$ cat config.mk
export PLATFORM = sky130hd
export DESIGN_NAME = gpio_irq_bank
export DESIGN_NICKNAME = d
export VERILOG_FILES = /design/src/rtl/gpio_bank_pkg.sv /design/src/rtl/gpio_bank_sync.sv /design/src/rtl/gpio_bank_detect.sv /design/src/rtl/gpio_bank_regs.sv /design/src/rtl/gpio_irq_bank.sv
export SDC_FILE = /design/constraint.sdc
export NUM_CORES = 1
export LEC_CHECK = 0
export CORE_UTILIZATION = 44
export DETAILED_ROUTE_END_ITERATION = 10
export DONT_BUFFER_PORTS = 1
export PLACE_DENSITY = 0.56
export SYNTH_ARGS = -nofsm -noshare
export SYNTH_HDL_FRONTEND = slang
export SYNTH_SLANG_ARGS = --single-unit
export TNS_END_PERCENT = 30
$ cat constraint.sdc
create_clock -name clk -period 2.2 [get_ports clk]
set_input_delay 0.44 -clock clk [delete_from_list [all_inputs] [get_ports clk]]
set_output_delay 0.44 -clock clk [all_outputs]
set_load 0.02 [all_outputs]
$ cat src/rtl/gpio_bank_pkg.sv
package gpio_bank_pkg;

   // Register addresses of one bank
   localparam int unsigned ADR_DIR   = 0;
   localparam int unsigned ADR_OEN   = 1;
   localparam int unsigned ADR_DOUT  = 2;
   localparam int unsigned ADR_DIN   = 3;
   localparam int unsigned ADR_EDGE  = 4;
   localparam int unsigned ADR_POL   = 5;
   localparam int unsigned ADR_BOTH  = 6;
   localparam int unsigned ADR_MASK  = 7;
   localparam int unsigned ADR_STAT  = 8;
   localparam int unsigned ADR_COUNT = 9;

   // Smallest address width that reaches every register
   localparam int unsigned ADR_MIN_W = $clog2(ADR_COUNT);

   // Per-pin trigger choice after decoding the three configuration bits
   typedef enum logic [2:0] {
      TRIG_RISE = 3'd0,
      TRIG_FALL = 3'd1,
      TRIG_ANY  = 3'd2,
      TRIG_HIGH = 3'd3,
      TRIG_LOW  = 3'd4
   } trig_mode_e;

   function automatic trig_mode_e decode_trig(input logic is_edge,
                                              input logic pol,
                                              input logic both);
      trig_mode_e m;
      if (is_edge) begin
         if (both)     m = TRIG_ANY;
         else if (pol) m = TRIG_RISE;
         else          m = TRIG_FALL;
      end else begin
         if (pol)      m = TRIG_HIGH;
         else          m = TRIG_LOW;
      end
      return m;
   endfunction

endpackage

$ cat src/rtl/gpio_bank_sync.sv
module gpio_bank_sync #(
   parameter int unsigned W      = 8,
   parameter int unsigned STAGES = 2
) (
   input  logic         clk,
   input  logic         rst_n,
   input  logic [W-1:0] d,
   output logic [W-1:0] q
);

   if (STAGES < 2) begin : g_bad_stages
      $error("gpio_bank_sync: STAGES must be at least 2");
   end

   logic [W-1:0] pipe [STAGES];

   for (genvar s = 0; s < STAGES; s++) begin : g_stage
      if (s == 0) begin : g_first
         always_ff @(posedge clk or negedge rst_n) begin
            if (!rst_n) pipe[0] <= '0;
            else        pipe[0] <= d;
         end
      end else begin : g_next
         always_ff @(posedge clk or negedge rst_n) begin
            if (!rst_n) pipe[s] <= '0;
            else        pipe[s] <= pipe[s-1];
         end
      end
   end

   assign q = pipe[STAGES-1];

endmodule

$ cat src/rtl/gpio_bank_detect.sv
module gpio_bank_detect
   import gpio_bank_pkg::*;
#(
   parameter int unsigned W = 8
) (
   input  logic         clk,
   input  logic         rst_n,
   input  logic [W-1:0] sync_in,
   input  logic [W-1:0] trig_edge,
   input  logic [W-1:0] trig_pol,
   input  logic [W-1:0] trig_both,
   output logic [W-1:0] evt
);

   logic [W-1:0] prev;

   always_ff @(posedge clk or negedge rst_n) begin
      if (!rst_n) prev <= '0;
      else        prev <= sync_in;
   end

   for (genvar i = 0; i < W; i++) begin : g_pin
      trig_mode_e mode;
      logic       rise;
      logic       fall;

      assign mode = decode_trig(trig_edge[i], trig_pol[i], trig_both[i]);
      assign rise = sync_in[i] & ~prev[i];
      assign fall = ~sync_in[i] & prev[i];

      always_comb begin
         unique case (mode)
            TRIG_RISE: evt[i] = rise;
            TRIG_FALL: evt[i] = fall;
            TRIG_ANY:  evt[i] = rise | fall;
            TRIG_HIGH: evt[i] = sync_in[i];
            TRIG_LOW:  evt[i] = ~sync_in[i];
            default:   evt[i] = 1'b0;
         endcase
      end
   end

endmodule

$ cat src/rtl/gpio_bank_regs.sv
module gpio_bank_regs
   import gpio_bank_pkg::*;
#(
   parameter int unsigned W      = 8,
   parameter int unsigned ADDR_W = 4
) (
   input  logic              clk,
   input  logic              rst_n,
   input  logic              wr_en,
   input  logic [ADDR_W-1:0] addr,
   input  logic [W-1:0]      wdata,
   input  logic [W-1:0]      evt,
   input  logic [W-1:0]      din,
   output logic [W-1:0]      rdata,
   output logic [W-1:0]      dir,
   output logic [W-1:0]      oen,
   output logic [W-1:0]      dout,
   output logic [W-1:0]      trig_edge,
   output logic [W-1:0]      trig_pol,
   output logic [W-1:0]      trig_both,
   output logic [W-1:0]      mask,
   output logic [W-1:0]      status
);

   localparam logic [ADDR_W-1:0] A_DIR  = ADDR_W'(ADR_DIR);
   localparam logic [ADDR_W-1:0] A_OEN  = ADDR_W'(ADR_OEN);
   localparam logic [ADDR_W-1:0] A_DOUT = ADDR_W'(ADR_DOUT);
   localparam logic [ADDR_W-1:0] A_DIN  = ADDR_W'(ADR_DIN);
   localparam logic [ADDR_W-1:0] A_EDGE = ADDR_W'(ADR_EDGE);
   localparam logic [ADDR_W-1:0] A_POL  = ADDR_W'(ADR_POL);
   localparam logic [ADDR_W-1:0] A_BOTH = ADDR_W'(ADR_BOTH);
   localparam logic [ADDR_W-1:0] A_MASK = ADDR_W'(ADR_MASK);
   localparam logic [ADDR_W-1:0] A_STAT = ADDR_W'(ADR_STAT);

   logic [W-1:0] clr;

   assign clr = (wr_en && addr == A_STAT) ? wdata : '0;

   always_ff @(posedge clk or negedge rst_n) begin
      if (!rst_n) begin
         dir       <= '0;
         oen       <= '0;
         dout      <= '0;
         trig_edge <= '1;
         trig_pol  <= '1;
         trig_both <= '0;
         mask      <= '1;
      end else if (wr_en) begin
         unique case (addr)
            A_DIR:   dir       <= wdata;
            A_OEN:   oen       <= wdata;
            A_DOUT:  dout      <= wdata;
            A_EDGE:  trig_edge <= wdata;
            A_POL:   trig_pol  <= wdata;
            A_BOTH:  trig_both <= wdata;
            A_MASK:  mask      <= wdata;
            default: ;
         endcase
      end
   end

   // New events take priority over a clear on the same pin
   always_ff @(posedge clk or negedge rst_n) begin
      if (!rst_n) status <= '0;
      else        status <= (status & ~clr) | evt;
   end

   always_comb begin
      unique case (addr)
         A_DIR:   rdata = dir;
         A_OEN:   rdata = oen;
         A_DOUT:  rdata = dout;
         A_DIN:   rdata = din;
         A_EDGE:  rdata = trig_edge;
         A_POL:   rdata = trig_pol;
         A_BOTH:  rdata = trig_both;
         A_MASK:  rdata = mask;
         A_STAT:  rdata = status;
         default: rdata = '0;
      endcase
   end

endmodule

$ cat src/rtl/gpio_irq_bank.sv
module gpio_irq_bank
   import gpio_bank_pkg::*;
#(
   parameter int unsigned PINS        = 8,
   parameter int unsigned ADDR_W      = 4,
   parameter int unsigned SYNC_STAGES = 2
) (
   input  logic              clk,
   input  logic              rst_n,
   input  logic              wr_en,
   input  logic [ADDR_W-1:0] addr,
   input  logic [PINS-1:0]   wdata,
   output logic [PINS-1:0]   rdata,
   input  logic [PINS-1:0]   pad_in,
   output logic [PINS-1:0]   pad_out,
   output logic [PINS-1:0]   pad_oe,
   output logic              irq
);

   if (PINS < 1 || PINS > 32) begin : g_bad_pins
      $error("gpio_irq_bank: PINS must lie in 1..32");
   end
   if (ADDR_W < ADR_MIN_W) begin : g_bad_addr
      $error("gpio_irq_bank: ADDR_W too narrow for the register map");
   end

   logic [PINS-1:0] din_sync;
   logic [PINS-1:0] evt;
   logic [PINS-1:0] dir, oen, dout;
   logic [PINS-1:0] trig_edge, trig_pol, trig_both;
   logic [PINS-1:0] mask, status;

   gpio_bank_sync #(.W(PINS), .STAGES(SYNC_STAGES)) u_sync (
      .clk   (clk),
      .rst_n (rst_n),
      .d     (pad_in),
      .q     (din_sync)
   );

   gpio_bank_detect #(.W(PINS)) u_detect (
      .clk       (clk),
      .rst_n     (rst_n),
      .sync_in   (din_sync),
      .trig_edge (trig_edge),
      .trig_pol  (trig_pol),
      .trig_both (trig_both),
      .evt       (evt)
   );

   gpio_bank_regs #(.W(PINS), .ADDR_W(ADDR_W)) u_regs (
      .clk       (clk),
      .rst_n     (rst_n),
      .wr_en     (wr_en),
      .addr      (addr),
      .wdata     (wdata),
      .evt       (evt),
      .din       (din_sync),
      .rdata     (rdata),
      .dir       (dir),
      .oen       (oen),
      .dout      (dout),
      .trig_edge (trig_edge),
      .trig_pol  (trig_pol),
      .trig_both (trig_both),
      .mask      (mask),
      .status    (status)
   );

   assign pad_out = dout;
   assign pad_oe  = dir & oen;
   assign irq     = |(status & ~mask);

endmodule

# Word level (Yosys, flattened, before mapping)
# Index checks and enable logic that the tools add are counted.
# word_totals
ff_bits	88
word_cells	157
output_inout_bits	25
input_bits	23
# classes
eq_ne	40
n_bitwise	46
n_reduce_logical	18
mux	42
# op_table
op	n
$mux W3	24
$pmux W8 S9	1
$eq A3 B2 Y1 const B	16
$pmux W1 S5	8
$and A8 B8 Y8	3
$eq A3 B1 Y1 const B	8
$eq A3 B3 Y1 const B	8
$logic_not A3 Y1	8
$and A1 B1 Y1	16
$eq A4 B3 Y1 const B	4
$not A1 Y1	16
$not A8 Y8	2
$reduce_and A2 Y1	7
$eq A4 B2 Y1 const B	2
$mux W1	8
$mux W8	1
$or A1 B1 Y1	8
$or A8 B8 Y8	1
$reduce_or A8 Y1	1
$eq A4 B1 Y1 const B	1
$eq A4 B4 Y1 const B	1
$logic_not A4 Y1	1
$logic_and A1 B1 Y1	1

# Longest topological paths before layout
# logic_depth
ltp_word	6
ltp_mapped	6
mapped_depth_nobuf	5

# By module
# From an unflattened synthesis, not the netlist that was laid out.
# unflattened
hier_cells	368
area_unflattened_um2	4586.9
# modules_own_cells
module	cells_per_inst	area_per_inst_um2	n_inst
gpio_bank_regs	243	3193.1	1
gpio_bank_detect	80	820.8	1
gpio_bank_sync	24	460.4	1
gpio_irq_bank	21	112.6	1

# Worst setup path after synthesis
# No wires, ideal clock.
# synth_path
path_type	input to output
start	input port addr[2]
end	output port rdata[2]
slack_ns	0.106
stages	5
arrival_ns	1.654
required_ns	1.760
path_cell_list	buf_6 buf_6 mux2_4 a22o_1 a2111o_1
# synth_via
elab_chain_cells	2
word_cells_on_any_way	10
classes_between	8 x eq/ne; 1 x mux; 1 x reduce/logical
# synth_rtl
element	line_no	rtl
start, declared	gpio_irq_bank.sv:11	input logic [ADDR_W-1:0] addr,
$eq A4 B4 Y1 (tied with other cells)	gpio_bank_regs.sv:69	unique case (addr)
$pmux W8 S9 (*)	gpio_bank_regs.sv:69	
end, declared	gpio_irq_bank.sv:13	output logic [PINS-1:0] rdata,
# Mark *: on every way between the ends. The rest lies on a longest branch, timed or not.

# Final worst setup path
# layout_path
start	register u_regs.dout[2]
end	output port rdata[2]
# layout_via
elab_chain_cells	1
# layout_rtl
element	line_no	rtl
start, declared	gpio_bank_regs.sv:17	output logic [W-1:0] dout,
start signal, assigned	gpio_bank_regs.sv:52	A_DOUT: dout <= wdata;
$pmux W8 S9	gpio_bank_regs.sv:69	
# Every way passes these cells.

==> impl_metrics.ini <==
[floorplanning]
die-area_mm2 = 0.01097
die_x_um = 104.8
rows = 37
core_area_mm2 = 0.01028
die_h_um = 104.8
initial_utilization_pct = 45.20
io_pins = 48

[clock_tree]
cts_buffers = 9
cts_setup_buffers = 0
insertion_delay_ns = 0.39
cts_max_level = 3
cts_tree = yes
cts_max_path_buffers = 2
clockRootBuffer = clkbuf_8
clk_pin_slew_ns = 0.09
clock_sinks = 88

[critical_path]
critPathKind = flip-flop to output pin
crit_required_ns = 1.76
path_cells = mux2_4 -> a22o_1 -> a2111o_1
end_kind = output pin
startpoint_type = flip-flop
cp_slowest_cell = dfrtp_2
arrival_ns = 1.79
max_stage_delay_ns = 0.46
worstPathMaxFanout = 3

[placed_design]
port-buffer-count = 0
gp_congestion = 0.7839
place_ws_ns = 0.2868
hpwlAfterDp_um = 7066

[synth]
ys_types = 51
synthTopCellsByArea = dfrtp_1 34%, mux2_2 17%, dfstp_2 14%
synth_seq_area_share_pct = 48.05
synth.most_common_cell = mux2_2
yosysTopAreaCell = dfrtp_1
synthCells = 379
synth_top_flop_cell = dfrtp_1
synth_area_mm2 = 0.004646
ys_ff_latch = 88
synth_top_cells_by_count = 71 x mux2_2, 64 x dfrtp_1, 25 x inv_1
ys_warn_count = 0
async_flop_share_pct = 100.0
synth_top_area_share_pct = 34.47
synth_edf_count = 0
syn_avg_cell_area_um2 = 12.26
synth_nets = 418

[global_route]
grt_max_degree = 89
grt_usage_pct = 21.46
grt_pass1_vias = 3082
grt-ovfl-total = 0
grt_first_pass_wirelength_um = 17750
antenna_found_initial = 0

[timing]
min_period_over_period_pct = 101.3
fmax_ghz = 0.4485
setup_ws_ns = -0.02963
period_needed_ns = 2.230
tightest_slew_ns = 0.6624
finalSetupViolations = 2
rsz0062_at_grt = true
holdWs_ns = -0.2599
relSlewSlack_pct = 55.73
hold_viol = 88
skew_ns = 0.01252
report.final.slew_viol_count = 0

[layout]
syn_to_final_growth_pct = 7.352
antenna_cells = 0
drive_gt1_share_pct = 35.66
nets = 421
nFillCells = 947

[pwr]
leakagePower_nw = 2.124
irDropWorstVdd_v = 0.0005244
cellPowerDensity_mw_per_mm2 = 802.0

[detailed_routing]
vias_per_cell = 5.843
drtIter0Drc = 125
drc = 0
final_antenna_net_count = 0
num_vias = 3056
wl_um = 10830
drt-wirelength-per-cell_um = 20.70
firstDrtPassIters = 4

[worst_hold_path]
hold_class = input pin to async pin

[run_status]
violations = hold timing, setup timing
status = complete, but fails checks

[run]
cap_violations = 0
-- where the power goes --
group / switching, W / total, W / internal (W)
Clock: 0.000602 / 0.00105 / 0.000444
Sequential: 0.000314 / 0.00228 / 0.00197
Combinational: 0.000271 / 0.000672 / 0.000400
-- registers in the layout, indices dropped and copies added (netlist names) --
| name | flops |
|---|---|
| u_regs.status | 8 |
| u_sync.q | 8 |
| u_regs.trig_pol | 8 |
| u_regs.dout | 8 |
| u_detect.prev | 8 |
| u_regs.dir | 8 |
| u_regs.trig_both | 8 |
| u_regs.oen | 8 |
| u_regs.mask | 8 |
| u_regs.trig_edge | 8 |
| u_sync.pipe | 8 |
-- metal layers --
metal	GRT usage, %	routed length [um]
met2	31.84	4977
met5	0	0
met1	30.02	5077
met4	7.243	248
met3	6.176	525
-- stage by stage --
step	cell area [um2]	cells	power [W]	utilization, %	TNS, ns
after global routing	4987	523	0.004217	48.53	-0.1833
final	4987	523	0.004000	48.53	-0.04569
after global placement	4785	507	0.002951	46.55	0
after floorplan	4646	379	0.002833	-	0
after CTS	4982	523	0.004054	48.48	-0.1628
after detailed placement	4785	507	0.002974	46.55	0
-- worst paths after layout --
path / startpoint / endpoint / slack, ns / cells after the start
max in group asynchronous: rst_n / u_regs.trig_pol[2] / 2.24 / 0
hold reg to reg: u_sync.pipe[8] / u_sync.q[0] / 0.34 / 0
hold / removal: rst_n / u_sync.pipe[11] / -0.26 / 0
min in group clk: pad_in[2] / u_sync.pipe[10] / 0.07 / 0
setup reg to reg: u_sync.q[4] / u_regs.status[4] / 0.77 / 5
setup / recovery: u_regs.dout[2] / rdata[2] / -0.03 / 3
-- critical path: cells and delay by family, from the launching register on --
family         cells  cell delay, ns
multiplexers       1            0.29
AO/OA/AOI/OAI      2            0.66
flip-flops         1            0.46
-- what timing repair did --
item | 4_1_cts | 5_1_grt
hold endpoints to repair | 88 | 88
endpoints found under the setup margin | 5 | 4
gates resized for setup | 7 | 2
pin swaps | 7 | 1
gates cloned | 0 | 0
-- final cells by class --
class	count	area, um2	area share [%]
Clock inverter	6	43.79	0.8781
Sequential cell	88	2238	44.88
Timing Repair Buffer	9	67.56	1.355
Inverter	25	93.84	1.882
Clock buffer	10	137.6	2.760
Multi-Input combinational cell	249	2236	44.83
Tap cell	136	170.2	3.412
-- kinds of logic after synthesis --
| logic type | after synthesis | share of synthesized area, % |
|---|---|---|
| and+or+nand+nor | 102 | 16.29 |
| muxes | 75 | 18.26 |
| adders and majority gates | 16 | 4.309 |
| AOI/OAI and AO/OA | 53 | 8.376 |
| xor gates and xnor gates | 3 | 0.5657 |
| DFF | 88 | 48.05 |
| buffers and inverters | 42 | 4.147 |
-- placed cells by master (no fill, tap or decap), types with 3 or more instances in the layout --
master	synthesis	layout
a2111o_1	4	4
a211oi_1	4	4
a21o_1	4	4
a21oi_1	7	6
a22o_1	4	4
a22oi_1	3	3
a32o_1	5	5
and2_1	8	8
and3_1	7	7
buf_4	1	9
clkbuf_8	0	10
dfrtp_1	64	59
dfrtp_2	0	5
dfstp_2	24	24
ha_1	16	16
inv_1	25	25
mux2_1	3	3
mux2_2	71	69
mux2_4	1	3
nand2_1	9	9
nand3_1	9	9
nand3b_1	8	8
nand4_1	4	4
nand4b_1	8	8
nand4bb_1	4	4
nor2_1	9	9
nor2b_1	3	3
nor3b_1	12	12
nor4b_1	4	4
o211ai_1	3	3
o21ai_0	9	9
o221ai_1	3	3
o22ai_1	4	4
or4bb_1	4	4
xor2_1	3	3
(Power assumes the default switching activity.)
